--- config.mk ---
export PLATFORM = sky130hd
export DESIGN_NAME = ecc_err_inject
export DESIGN_NICKNAME = d
export VERILOG_FILES = /design/src/rtl/ecc_inj_pkg.sv /design/src/rtl/ecc_inj_pos_dec.sv /design/src/rtl/ecc_inj_arm.sv /design/src/rtl/ecc_inj_mask.sv /design/src/rtl/ecc_err_inject.sv
export SDC_FILE = /design/constraint.sdc
export NUM_CORES = 1
export LEC_CHECK = 0
export ABC_AREA = 1
export BUFFER_PORTS_ARGS = -buffer_cell sky130_fd_sc_hd__buf_2
export CAP_MARGIN = 20
export CORE_MARGIN = 10
export CORE_UTILIZATION = 45
export CTS_CLUSTER_DIAMETER = 50
export DETAILED_ROUTE_END_ITERATION = 12
export PLACE_DENSITY = 0.95
export SLEW_MARGIN = 40
export SYNTH_ARGS = -nofsm -noshare
export SYNTH_HDL_FRONTEND = slang
export SYNTH_SLANG_ARGS = --single-unit
--- constraint.sdc ---
create_clock -name clk_i -period 4.5 [get_ports clk_i]
set_input_delay 0.9 -clock clk_i [delete_from_list [all_inputs] [get_ports clk_i]]
set_output_delay 0.9 -clock clk_i [all_outputs]
set_load 0.01 [all_outputs]
--- src/rtl/ecc_inj_pkg.sv ---
package ecc_inj_pkg;
  typedef enum logic [1:0] {
    INJ_NONE   = 2'd0,
    INJ_SINGLE = 2'd1,
    INJ_DOUBLE = 2'd2
  } inj_mode_e;

  function automatic inj_mode_e resolve_mode(input logic valid, input logic ce, input logic nce);
    if (!valid)   return INJ_NONE;
    else if (nce) return INJ_DOUBLE;
    else if (ce)  return INJ_SINGLE;
    else          return INJ_NONE;
  endfunction
endpackage

--- src/rtl/ecc_inj_pos_dec.sv ---
module ecc_inj_pos_dec #(
  parameter int DATA_W   = 32,
  parameter int ECC_W    = 7,
  parameter int POS_W    = 7,
  parameter int CHK_BASE = 64,
  localparam int WORD_W  = DATA_W + ECC_W
) (
  input  logic [POS_W-1:0]  pos_i,
  output logic [WORD_W-1:0] hit_o,
  output logic              par_sel_o
);
  for (genvar i = 0; i < DATA_W; i++) begin : g_data
    assign hit_o[i] = (pos_i == POS_W'(i));
  end
  for (genvar j = 0; j < ECC_W; j++) begin : g_chk
    assign hit_o[DATA_W+j] = (pos_i == POS_W'(CHK_BASE + j));
  end
  // selecting the parity bit itself cancels a two-bit inversion
  assign par_sel_o = (pos_i == POS_W'(CHK_BASE));
endmodule

--- src/rtl/ecc_inj_arm.sv ---
module ecc_inj_arm (
  input  logic clk_i,
  input  logic rst_ni,
  input  logic set_i,
  input  logic consume_i,
  output logic pend_o
);
  logic pend_q;
  always_ff @(posedge clk_i or negedge rst_ni) begin
    if (!rst_ni)        pend_q <= 1'b0;
    else if (set_i)     pend_q <= 1'b1;
    else if (consume_i) pend_q <= 1'b0;
  end
  assign pend_o = pend_q;
endmodule

--- src/rtl/ecc_inj_mask.sv ---
module ecc_inj_mask
  import ecc_inj_pkg::*;
#(
  parameter int DATA_W  = 32,
  parameter int ECC_W   = 7,
  localparam int WORD_W = DATA_W + ECC_W
) (
  input  inj_mode_e         mode_i,
  input  logic [WORD_W-1:0] hit_i,
  input  logic              par_sel_i,
  output logic [WORD_W-1:0] mask_o
);
  logic [WORD_W-1:0] par_bit;
  assign par_bit = WORD_W'(1) << DATA_W;

  always_comb begin
    mask_o = '0;
    unique case (mode_i)
      INJ_SINGLE: mask_o = hit_i;
      INJ_DOUBLE: if (|hit_i && !par_sel_i) mask_o = hit_i | par_bit;
      default:    mask_o = '0;
    endcase
  end
endmodule

--- src/rtl/ecc_err_inject.sv ---
module ecc_err_inject
  import ecc_inj_pkg::*;
#(
  parameter int DATA_W   = 32,
  parameter int ECC_W    = 7,
  parameter int POS_W    = 7,
  parameter int CHK_BASE = 64,
  localparam int WORD_W  = DATA_W + ECC_W
) (
  input  logic              clk_i,
  input  logic              rst_ni,
  input  logic              wr_valid_i,
  input  logic              force_ce_i,
  input  logic              force_nce_i,
  input  logic              once_ce_i,
  input  logic              once_nce_i,
  input  logic [POS_W-1:0]  pos_i,
  input  logic [WORD_W-1:0] wr_word_i,
  output logic [WORD_W-1:0] wr_word_o
);
  logic              ce_pend_q, nce_pend_q;
  logic [WORD_W-1:0] hit, mask;
  logic              par_sel;
  inj_mode_e         mode;

  ecc_inj_arm u_arm_ce (
    .clk_i, .rst_ni, .set_i(once_ce_i), .consume_i(wr_valid_i), .pend_o(ce_pend_q)
  );
  ecc_inj_arm u_arm_nce (
    .clk_i, .rst_ni, .set_i(once_nce_i), .consume_i(wr_valid_i), .pend_o(nce_pend_q)
  );

  ecc_inj_pos_dec #(.DATA_W(DATA_W), .ECC_W(ECC_W), .POS_W(POS_W), .CHK_BASE(CHK_BASE)) u_dec (
    .pos_i, .hit_o(hit), .par_sel_o(par_sel)
  );

  assign mode = resolve_mode(wr_valid_i, force_ce_i | ce_pend_q, force_nce_i | nce_pend_q);

  ecc_inj_mask #(.DATA_W(DATA_W), .ECC_W(ECC_W)) u_mask (
    .mode_i(mode), .hit_i(hit), .par_sel_i(par_sel), .mask_o(mask)
  );

  assign wr_word_o = wr_word_i ^ mask;
endmodule

# Word-level counts from Yosys, hierarchy flattened
# Cells that the tools add are included.
[word_totals]
inputBits = 53
ff_bits = 2
elab_cells = 59
out_inout_bits = 39
[op_classes]
eq_ne = 40
bitwise_logic = 3
muxes = 8
reduce_logical = 6
[op_table]
columns = ["op", "count"]
rows = [
  ["7-bit by 5-bit == test with 1-bit output (second input constant)", 16],
  ["39-bit one-hot mux with 2 select lines", 1],
  ["7-bit by 4-bit == test with 1-bit output (second input constant)", 8],
  ["7-bit == test (second input constant)", 7],
  ["39-bit two-way mux", 1],
  ["39-bit OR reduction", 1],
  ["39-bit bitwise XOR", 1],
  ["7-bit by 3-bit == test with 1-bit output (second input constant)", 4],
  ["7-bit by 2-bit == test with 1-bit output (second input constant)", 2],
  ["7-bit by 1-bit == test with 1-bit output (second input constant)", 1],
  ["7-bit zero test", 1],
  ["1-bit two-way mux", 4],
  ["2-bit two-way mux", 2],
  ["2-bit nonzero test", 2],
  ["2-bit by 1-bit == test with 1-bit output (second input constant)", 1],
  ["2-bit == test (second input constant)", 1],
  ["1-bit OR", 2],
  ["1-bit logical AND", 1],
  ["1-bit zero test", 1],
]

# Logic depth before layout (Yosys ltp)
[depth]
ltp_word = 7
mapped_depth = 13
mapped_depth_nobuf = 13

# By module
# A second synthesis with hierarchy kept.
[unflattened]
hier_cells = 269
area_unflattened_um2 = 1386.3
[by_module_without_submodules]
columns = ["module", "seq_area_each_um2", "instances", "area_each_um2", "cells_each"]
rows = [
  ["ecc_inj_mask", 0.0, 1, 600.6, 136],
  ["ecc_err_inject", 0.0, 1, 366.6, 45],
  ["ecc_inj_pos_dec", 0.0, 1, 339.1, 78],
  ["ecc_inj_arm", 25.0, 2, 40.0, 5],
]

# Worst setup path before layout
# No wires, ideal clock.
[synth_timing]
kind = "input to output"
from = "input wr_valid_i"
to = "output wr_word_o[28]"
arrival_ps = 2329
path_stages = 7
slack_ps = 1271
path_buffers = 2
path_cell_list = "inv_1 nor4_1 ha_1 clkbuf_1 buf_2 o211ai_1 xnor2_1"
[synth_via]
elab_chain_cells = 4
[synth_lines]
columns = ["element", "line_no", "source"]
rows = [
  ["start, declared", "ecc_err_inject.sv:12", "input logic wr_valid_i,"],
  ["2-bit two-way mux (*)", "ecc_inj_pkg.sv:9", "if (!valid) return INJ_NONE;"],
  ["2-bit == test or 2-bit by 1-bit == test with 1-bit output (tied branches)", "ecc_inj_mask.sv:18", "unique case (mode_i)"],
  ["39-bit one-hot mux with 2 select lines (*)", "ecc_inj_mask.sv:18", ""],
  ["39-bit bitwise XOR (*)", "ecc_err_inject.sv:43", "assign wr_word_o = wr_word_i ^ mask;"],
  ["end, declared", "ecc_err_inject.sv:19", "output logic [WORD_W-1:0] wr_word_o"],
]
# Mark *: on every way between the ends. The rest lies on a longest branch, timed or not.

# Worst setup path in the final report
[layout_timing]
from = "input wr_valid_i"
to = "output wr_word_o[15]"
# The elaborated chain is that of the path after synthesis.

==> summary.txt <==
status - finished clean
Synth Warn # - 0
power density over cell area - 105 mW/mm2
CP startpoint kind - primary input
crit path kind - in2out
DRT iter0 DRCs - 136
detailed-route via count - 1692
Layout Utilization - 63.5%
Setup-failing EPs final - 0
#FFs+latches synth - 2
number of synthesized flops with an enable pin - 0
critical path, cell by cell - buf_2 > inv_1 > nor4_1 > ha_1 > inv_1 > buf_4 > o211ai_1 > xnor2_1 > buf_2
ys async rst share - 100%
Setup Skew - 0 ps
Setup Buffers After CTS - 0
Total Nets Final - 355
Mean Syn Cell Area - 5.79 um2
number of cell rows - 19
Critical Path Fanout Max - 40
Max-Slew Margin vs Limit - 54.7%
worst vdd ir - 0.219 mV
clock sink total - 2
Synth top cells by count - nor2_1, xnor2_1, nand2_1, o211ai_1, inv_1
first-pass GRT wire length - 7230 um
CORE AREA - 0.00271 mm2
setup total negative slack - 0 ps
Final min period - 3510 ps
DR pass1 iterations - 4
Synthesized Nets - 271
DR DRC count - 0
clock buffer depth - 2
GP Congestion - 0.904
register area share after synthesis - 4.00%
max-cap viol count - 0
post-DP HPWL - 3660 um
final wirelength - 4320 um
final hold violation count - 0
proportion of netlist area held by the largest area contributor - 26.6%
vias in the first global route - 1690
RSZ-0062 raised after global routing - no
die width - 72.7 um
GR Util All Layers - 15.8%
Final Max Tran Viols - 0
CP Capture Type - output port
Top delay family on crit path - buffers and inverters
Gates resized, CTS repair - 0
total CTS buffers - 3
Initial Util - 46.2%
critical path's slowest cell - nor4_1
FMAX - 0.285 GHz
H-tree levels - 1
synth unique cells - 19
Synth Flop Type - dfrtp_1
Avg Vias per Cell - 5.14
Mapped Area - 0.00125 mm2
worst hold path type - in2async
Post-Synthesis Cells - 216
Root Driver - clkbuf_4
die area - 0.00529 mm2
fraction of layout cells with a size suffix above 1 - 34.9%
Die Ht - 72.7 um
Worst-Skew Late Latency - 210 ps
IO Pins - 92
area grow syn2layout - 37.5%
Post-CTS Hold Fix Bufs - 0
CP max stage delay - 340 ps
largest cells by area after synthesis - xnor2_1, o211ai_1, nor2_1
remaining antenna violation count - 0
crit path DAT - 2610 ps
clock slew at reported path FFs - 30 ps
Avg WL per Cell - 13.1 um
diode count - 0
fin crit share - 78.1%
post-synth top area cell - xnor2_1
top-count cell post-synth - nor2_1
Bufs and invs on worst path - 5
global route overflow - 0
CTS tree - yes
static leakage - 0.787 nW
largest net degree at the start of global routing - 41
I/O Buffers - 91
Worst-Margin Slew - 679 ps
Req. time, crit path - 3600 ps
initial antenna violation count - 0
[where the power goes]
group          switching (W)  internal [W]  total [W]
Combinational      0.0000717     0.0000504   0.000122
Clock             0.00000846     0.0000293  0.0000377
Sequential       0.000000880     0.0000194  0.0000202
[cell usage in the layout, fill, tap and decap left out, types with 2 or more instances in the layout]
master	Yosys	layout
buf_2	4	91
nor2_1	61	61
xnor2_1	38	38
nand2_1	34	34
o211ai_1	34	34
inv_1	13	13
o2111ai_1	4	4
inv_2	3	3
clkbuf_4	0	3
o21ai_0	2	2
nor2_2	2	2
nand3_1	2	2
a21o_1	2	2
buf_4	0	2
dfrtp_1	2	2
[cells by family after synthesis]
logic type	share of synthesized area [%]
AOI/OAI and AO/OA	25.2
xor gates and xnor gates	26.6
adders and majority gates	2.00
buffers and inverters	10.0
DFF	4.00
and+or+nand+nor	32.2
[cell type report]
type                            instances  area [um2]
Tap cell                               31        38.8
Clock buffer                            3        22.5
Sequential cell                         2        50.0
Timing Repair Buffer                   93         470
Inverter                               16        60.1
Multi-Input combinational cell        184        1080
Fill cell                             286         990
[per-layer routing]
metal	up-vias	track usage, %	wire (um)
met2	66	30.0	2120
met3	0	5.71	461
met5	-	0	0
met1	746	16.5	1740
met4	0	2.11	0
li1	880	-	-
[path summary, 6_finish.rpt]
path | start | to | slack [ps] | depth (start not counted)
setup / recovery | wr_valid_i | wr_word_o[15] | 990 | 9
max in group asynchronous | rst_ni | u_arm_ce.pend_o | 3940 | 1
hold / removal | rst_ni | u_arm_nce.pend_o | 460 | 1
setup reg to reg | u_arm_ce.pend_o | u_arm_ce.pend_o | 3820 | 1
hold reg to reg | u_arm_nce.pend_o | u_arm_nce.pend_o | 510 | 1
min in group clk_i | u_arm_nce.pend_o | u_arm_nce.pend_o | 510 | 1
[registers in the layout, indices dropped and copies added, names as in the netlist]
| name | count |
|---|---|
| u_arm_ce.pend_o | 1 |
| u_arm_nce.pend_o | 1 |
[per-stage QoR]
| step | setup slack [ps] | hold slack [ps] | total power [W] | instances | cell area (um2) |
|---|---|---|---|---|---|
| after floorplan | 1270 | 454 | 0.0000889 | 216 | 1250 |
| after global placement | 906 | 480 | 0.000139 | 326 | 1700 |
| after detailed placement | 978 | 498 | 0.000143 | 326 | 1700 |
| after CTS | 980 | 453 | 0.000183 | 329 | 1720 |
| after global routing | 832 | 448 | 0.000198 | 329 | 1720 |
| final | 986 | 459 | 0.000180 | 329 | 1720 |
(Power assumes the default switching activity.)
